$ cat config.mk
export PLATFORM = sky130hd
export DESIGN_NAME = cmt_channel
export DESIGN_NICKNAME = d
export VERILOG_FILES = /design/src/rtl/cmt_pkg.sv /design/src/rtl/cmt_prescale.sv /design/src/rtl/cmt_count.sv /design/src/rtl/cmt_pin.sv /design/src/rtl/cmt_channel.sv
export SDC_FILE = /design/constraint.sdc
export NUM_CORES = 1
export LEC_CHECK = 0
export ABC_CLOCK_PERIOD_IN_PS = 5000
export CAP_MARGIN = 0
export CORE_MARGIN = 2
export CORE_UTILIZATION = 50
export DETAILED_ROUTE_END_ITERATION = 8
export PLACE_DENSITY = 0.7
export SLEW_MARGIN = 20
export SYNTH_ARGS = -nofsm -noshare
export SYNTH_HDL_FRONTEND = slang
export SYNTH_SLANG_ARGS = --single-unit
$ cat constraint.sdc
create_clock -name clk -period 5 [get_ports clk]
set_input_delay 1 -clock clk [delete_from_list [all_inputs] [get_ports clk]]
set_output_delay 1 -clock clk [all_outputs]
set_load 0.02 [all_outputs]
$ cat src/rtl/cmt_pkg.sv
`timescale 1ns/1ps
package cmt_pkg;
    localparam int BUS_W  = 16;
    localparam int ADDR_W = 4;
    localparam int PSCL_W = 6;

    localparam logic [ADDR_W-1:0] OFS_CTRL = ADDR_W'(0);
    localparam logic [ADDR_W-1:0] OFS_MODE = ADDR_W'(1);
    localparam logic [ADDR_W-1:0] OFS_PINC = ADDR_W'(2);
    localparam logic [ADDR_W-1:0] OFS_IEN  = ADDR_W'(4);
    localparam logic [ADDR_W-1:0] OFS_STAT = ADDR_W'(5);
    localparam logic [ADDR_W-1:0] OFS_CNT  = ADDR_W'(6);
    localparam logic [ADDR_W-1:0] OFS_CMPA = ADDR_W'(8);

    localparam logic [2:0] CLR_ON_A = 3'd1;
    localparam logic [2:0] CLR_PEER = 3'd3;

    typedef struct packed {
        logic [2:0] clr;
        logic [1:0] edg;
        logic [2:0] pscl;
    } ctrl_t;

    typedef struct packed {
        logic [3:0] spare;
        logic [3:0] act;
    } pinc_t;

    typedef enum logic [1:0] {
        PA_HOLD = 2'd0,
        PA_LOW  = 2'd1,
        PA_HIGH = 2'd2,
        PA_FLIP = 2'd3
    } pin_act_t;

    // Last prescaler count before a tick, per rate code.
    function automatic logic [PSCL_W-1:0] pscl_last(input logic [2:0] code);
        case (code)
            3'd1:    return PSCL_W'(3);
            3'd2:    return PSCL_W'(15);
            3'd3:    return PSCL_W'(63);
            default: return '0;
        endcase
    endfunction

    function automatic logic pscl_ok(input logic [2:0] code);
        return !code[2];
    endfunction

    function automatic pin_act_t pin_decode(input logic [3:0] code);
        if (code[3] || code[1:0] == 2'b00) return PA_HOLD;
        return pin_act_t'(code[1:0]);
    endfunction

    function automatic logic pin_has_init(input logic [3:0] code);
        return !code[3] && (code[1:0] != 2'b00);
    endfunction
endpackage

$ cat src/rtl/cmt_prescale.sv
`timescale 1ns/1ps
module cmt_prescale
    import cmt_pkg::*;
(
    input  logic       clk,
    input  logic       rst,
    input  logic       run,
    input  logic [2:0] code,
    output logic       tick
);
    logic [PSCL_W-1:0] pcnt;
    logic [PSCL_W-1:0] last;
    logic              ok;

    assign last = pscl_last(code);
    assign ok   = pscl_ok(code);
    assign tick = run && ok && (pcnt == last);

    // Held at zero while stopped so a restart begins a full period.
    always_ff @(posedge clk) begin
        if (rst || !run || tick) pcnt <= '0;
        else if (ok)             pcnt <= pcnt + 1'b1;
    end

    p_tick_gap_r2: assert property (@(posedge clk) disable iff (rst)
        (tick && code != 3'd0) |=> (!tick || code != $past(code)));
endmodule

$ cat src/rtl/cmt_count.sv
`timescale 1ns/1ps
module cmt_count
    import cmt_pkg::*;
#(
    parameter int W = BUS_W
) (
    input  logic         clk,
    input  logic         rst,
    input  logic         tick,
    input  logic         evt_en,
    input  logic [2:0]   clr_sel,
    input  logic         peer_clr,
    input  logic         wr_en,
    input  logic [W-1:0] wr_val,
    input  logic [W-1:0] cmp,
    output logic [W-1:0] cnt,
    output logic         match
);
    logic peer_hit;
    logic self_clr;

    assign match    = tick && evt_en && (cnt == cmp);
    assign peer_hit = (clr_sel == CLR_PEER) && peer_clr;
    assign self_clr = match && (clr_sel == CLR_ON_A);

    always_ff @(posedge clk) begin
        if (rst)           cnt <= '0;
        else if (wr_en)    cnt <= wr_val;
        else if (peer_hit) cnt <= '0;
        else if (tick)     cnt <= self_clr ? '0 : cnt + 1'b1;
    end

    p_clear_on_a_r3: assert property (@(posedge clk) disable iff (rst)
        (match && clr_sel == CLR_ON_A && !wr_en) |=> (cnt == '0));

    p_frozen_r5: assert property (@(posedge clk) disable iff (rst)
        (!tick && !wr_en && !peer_hit) |=> $stable(cnt));

    p_bus_wins_r11: assert property (@(posedge clk) disable iff (rst)
        wr_en |=> (cnt == $past(wr_val)));
endmodule

$ cat src/rtl/cmt_pin.sv
`timescale 1ns/1ps
module cmt_pin
    import cmt_pkg::*;
(
    input  logic       clk,
    input  logic       rst,
    input  logic       cfg_wr,
    input  logic [3:0] cfg_new,
    input  logic [3:0] cfg_cur,
    input  logic       match,
    output logic       pin
);
    pin_act_t act;

    assign act = pin_decode(cfg_cur);

    always_ff @(posedge clk) begin
        if (rst) begin
            pin <= 1'b0;
        end else if (cfg_wr) begin
            if (pin_has_init(cfg_new)) pin <= cfg_new[2];
        end else if (match) begin
            case (act)
                PA_LOW:  pin <= 1'b0;
                PA_HIGH: pin <= 1'b1;
                PA_FLIP: pin <= !pin;
                default: pin <= pin;
            endcase
        end
    end

    p_pin_quiet_r9: assert property (@(posedge clk) disable iff (rst)
        (!cfg_wr && !match) |=> $stable(pin));

    p_pin_init_r9: assert property (@(posedge clk) disable iff (rst)
        (cfg_wr && pin_has_init(cfg_new)) |=> (pin == $past(cfg_new[2])));
endmodule

$ cat src/rtl/cmt_channel.sv
`timescale 1ns/1ps
module cmt_channel
    import cmt_pkg::*;
#(
    parameter int NCH    = 3,
    parameter int CH_IDX = 0
) (
    input  logic              clk,
    input  logic              rst,
    input  logic              bus_sel,
    input  logic              bus_we,
    input  logic [ADDR_W-1:0] bus_addr,
    input  logic [BUS_W-1:0]  bus_wdata,
    output logic [BUS_W-1:0]  bus_rdata,
    input  logic [NCH-1:0]    start_vec,
    input  logic              peer_clr,
    output logic              irq,
    output logic              pin_out
);
    localparam logic [NCH-1:0] OWN_BIT = NCH'(1) << CH_IDX;

    ctrl_t             ctrl;
    pinc_t             pinc;
    logic [7:0]        mode_r;
    logic [7:0]        ien_r;
    logic [BUS_W-1:0]  cmpa_r;
    logic [BUS_W-1:0]  cnt;
    logic              flag;
    logic              armed;
    logic              run;
    logic              tick;
    logic              match;
    logic              evt_en;
    logic              wr;
    logic              rd;
    logic              stat_rd;
    logic              stat_wr0;

    assign wr       = bus_sel && bus_we;
    assign rd       = bus_sel && !bus_we;
    assign stat_rd  = rd && (bus_addr == OFS_STAT);
    assign stat_wr0 = wr && (bus_addr == OFS_STAT) && !bus_wdata[0];
    assign run      = |(start_vec & OWN_BIT);
    assign evt_en   = (mode_r[3:0] == 4'd0);

    always_ff @(posedge clk) begin
        if (rst) begin
            ctrl   <= '0;
            mode_r <= '0;
            pinc   <= '0;
            ien_r  <= '0;
            cmpa_r <= '1;
        end else if (wr) begin
            case (bus_addr)
                OFS_CTRL: ctrl   <= ctrl_t'(bus_wdata[7:0]);
                OFS_MODE: mode_r <= bus_wdata[7:0];
                OFS_PINC: pinc   <= pinc_t'(bus_wdata[7:0]);
                OFS_IEN:  ien_r  <= bus_wdata[7:0];
                OFS_CMPA: cmpa_r <= bus_wdata;
                default:  ;
            endcase
        end
    end

    // Flag handshake: a read seeing 1 arms the clear; a match always wins.
    always_ff @(posedge clk) begin
        if (rst) begin
            flag  <= 1'b0;
            armed <= 1'b0;
        end else begin
            if (match)                  flag <= 1'b1;
            else if (stat_wr0 && armed) flag <= 1'b0;

            if (stat_wr0)             armed <= 1'b0;
            else if (stat_rd && flag) armed <= 1'b1;
        end
    end

    always_comb begin
        bus_rdata = '0;
        case (bus_addr)
            OFS_CTRL: bus_rdata[7:0] = ctrl;
            OFS_MODE: bus_rdata[7:0] = mode_r;
            OFS_PINC: bus_rdata[7:0] = pinc;
            OFS_IEN:  bus_rdata[7:0] = ien_r;
            OFS_STAT: bus_rdata[0]   = flag;
            OFS_CNT:  bus_rdata      = cnt;
            OFS_CMPA: bus_rdata      = cmpa_r;
            default:  bus_rdata      = '0;
        endcase
    end

    assign irq = flag && ien_r[0];

    cmt_prescale u_pscl (
        .clk  (clk),
        .rst  (rst),
        .run  (run),
        .code (ctrl.pscl),
        .tick (tick)
    );

    cmt_count #(.W(BUS_W)) u_cnt (
        .clk      (clk),
        .rst      (rst),
        .tick     (tick),
        .evt_en   (evt_en),
        .clr_sel  (ctrl.clr),
        .peer_clr (peer_clr),
        .wr_en    (wr && (bus_addr == OFS_CNT)),
        .wr_val   (bus_wdata),
        .cmp      (cmpa_r),
        .cnt      (cnt),
        .match    (match)
    );

    cmt_pin u_pin (
        .clk     (clk),
        .rst     (rst),
        .cfg_wr  (wr && (bus_addr == OFS_PINC)),
        .cfg_new (bus_wdata[3:0]),
        .cfg_cur (pinc.act),
        .match   (match),
        .pin     (pin_out)
    );

    p_flag_sticky_r7: assert property (@(posedge clk) disable iff (rst)
        (flag && !(stat_wr0 && armed)) |=> flag);

    p_mode_quiet_r10: assert property (@(posedge clk) disable iff (rst)
        (mode_r[3:0] != 4'd0 && !flag) |=> !flag);
endmodule

==> out/results.tsv <==
metric	value	unit
drt-initial-drc-count	288	
diodes	0	
hold_ws	459	ps
internal-power	0.850	mW
syn_avg_cell_area	7.98	µm²
drive_gt1_share	6.01	%
startpoint_type	input pin	
final_nets	576	
worstSetupEndpointType	output port	
clock_power_share	35.2	%
cts_resized	0	
finalWorstSetupSlack	697	ps
regArea	0.00146	mm²
max_freq	232	MHz
dp_cells	637	
cp_cell_sequence	clkdlybuf4s50_1 > nor2b_1 > a22o_1 > nand2_1 > nand3_1 > clkdlybuf4s50_1	
crit_slowest_cell	clkdlybuf4s50_1	
synthTopCellsByArea	dfxtp_1 (35%), nand2_1 (6.5%), mux2i_1 (4.3%)	
die-width	95.5	µm
yosysUniqueCellTypes	58	
grt_pass1_vias	3709	
dpl_cell_area	0.00463	mm²
synth_adder_area_share	1.19	%
combinationalPowerShare	13.3	%
power	1.22	mW
grt_max_degree	58	
worstSetupPathType	in -> out	
period_share	86.1	%
clock_skew	13.2	ps
synth_flop_cell	dfxtp_1	
p_sw	0.373	mW
hold_buffers	0	
worstPathMaxFanout	10	
fill_cells	763	
postRouteAntennaNets	0	
worstSkewPairLatency	370	ps
status	finished clean	
rows	33	
hold_viol_final	0	
min_period	4300	ps
num_vias	4095	
syn_inst	525	
slew_headroom	27.8	%
synthMuxAreaShare	4.30	%
final_max_slew_viol_count	0	
postCtsSetupRepairBufs	0	
cts_root_buffer	clkbuf_8	
worstMarginPinSlew	1080	ps
fin_area	0.00482	mm²
synth_area	0.00419	mm²
syn_nets	557	
final_util	58.9	%
synth_top_family_by_area	simple AND/OR/NAND/NOR gates	
place_ws	743	ps
synth_edf_count	0	
wl_per_cell	19.1	µm
synth_top_cell_by_area	dfxtp_1	
cp_common_cell	clkdlybuf4s50_1	
grt_pass1_wl	19.5	mm
die_area	0.00913	mm²
setup_tns	0	ps
path_clk_slew	80	ps
antenna_found_initial	0	
num_io_pins	46	
async_flop_share	0	%
synth_xor_area_share	4.39	%
maxCapViolCount	0	
cts.path.max_buffers	2	
viasPerCell	6.26	
drt-total-wl	12.5	mm
seq_power_share	51.5	%
grt_usage	28.2	%
hpwl	8.65	mm
synth_seq_area_share	34.9	%
max_stage_delay	710	ps
coreArea	0.00818	mm²
peakVddDrop	0.217	mV
initial_core_util	51.2	%
power_density	254	mW/mm²
synth_compound_area_share	23.6	%
drc_errors	0	
r2r_slack	2380	ps
grt_setup_unrepaired	no	
drt_pre_antenna_iters	5	
gp_congestion	0.901	
cp.arrival	3300	ps
cts_sinks	73	
synth-simple-area-share	27.2	%
grt_overflow_total	0	
area_delta_synth_final	15.0	%
swShare	30.5	%
synth_warnings	0	
port_buffers	43	
instances_no_fill	654	
hold_class	reg -> reg	
cp.required	4000	ps
setup_viol	0	
die_h	95.5	µm
multi_input_area	0.00255	mm²
leakage	1.75	nW
cts_tree	done	
ys_ff_latch	73	
cts_buffers	9	
ctsHtreeMaxLevel	3	
synth_top_area_share	34.9	%
cell usage in the layout (no fill, tap or decap), types with 6 or more instances in the layout:
cell type and count:
clkdlybuf4s50_1 42, a22oi_1 18, nand2_1 72, and2_1 12
buf_4 6, nor4_1 7, a31oi_1 9, xnor2_1 18
nand4_1 8, mux2i_1 18, dfxtp_1 73, nor3_1 7
o21ai_0 13, inv_1 6, nand3_1 23, nor2_1 38
a21oi_1 30, a22o_1 15, nor2b_1 26, clkbuf_8 9
a211o_1 17, and3_1 6
critical path: cells and delay by family:
kind | cells | cell delay [ps]
and+or+nand+nor | 3 | 750
buffers and inverters | 2 | 1340
AOI/OAI and AO/OA | 1 | 210
layout make-up:
cell class	count	area share [%]
multi-input cells	404	52.9
flip-flops and latches	73	30.3
repair buffers	50	10.0
clock buffers	10	2.65
well taps	105	2.73
inverters	6	0.467
clock inverters	6	0.935
flip-flops by register name (all words and copies together) (netlist names):
name	cells
armed	1
cmpa_r	16
ctrl	8
flag	1
ien_r	8
mode_r	8
pinc	8
u_cnt.cnt	16
u_pin.pin	1
u_pscl.pcnt	6
logic make-up (layout without fill, tap and decap cells):
kind of cell	after synthesis	in the layout
AND/OR/NAND/NOR	223	223
multiplexers	18	18
adder cells (fa/ha/maj)	4	4
AO/OA/AOI/OAI	138	138
XOR/XNOR	21	21
flip-flops	73	73
buffers and inverters	48	72
path summary, 6_finish.rpt:
path | from | end | cells after the start
hold / removal | pinc[7] | pinc[7] | 2
setup reg to reg | mode_r[0] | u_pin.pin | 6
hold reg to reg | pinc[7] | pinc[7] | 2
setup / recovery | bus_addr[0] | bus_rdata[2] | 6
power groups by stage:
stage	clock network, mW	registers [mW]	logic, mW
2_1_floorplan	0	0.620	0.116
3_3_place_gp	0	0.642	0.156
3_5_place_dp	0	0.643	0.159
4_1_cts	0.427	0.629	0.160
5_1_grt	0.452	0.633	0.175
6_report	0.430	0.630	0.162
Yosys cell counts (6+ instances only):
library cell  count
nand4_1           8
and3_1            6
nor2_1           38
a21oi_1          30
inv_1             6
nand2_1          72
a22oi_1          18
o21ai_0          13
mux2i_1          18
nor2b_1          26
nor4_1            7
clkbuf_1         36
dfxtp_1          73
a31oi_1           9
a211o_1          17
nor3_1            7
nand3_1          23
a22o_1           15
and2_1           12
xnor2_1          18
per-layer routing:
layer | share of wire (%) | global-route usage, % | wire length [µm]
met4 | 1.9 | 7.38 | 238
met3 | 6.2 | 6.01 | 769
met2 | 48 | 46.9 | 5970
met5 | 0 | 0 | 0
met1 | 44 | 37.1 | 5500
(Power assumes the default switching activity.)
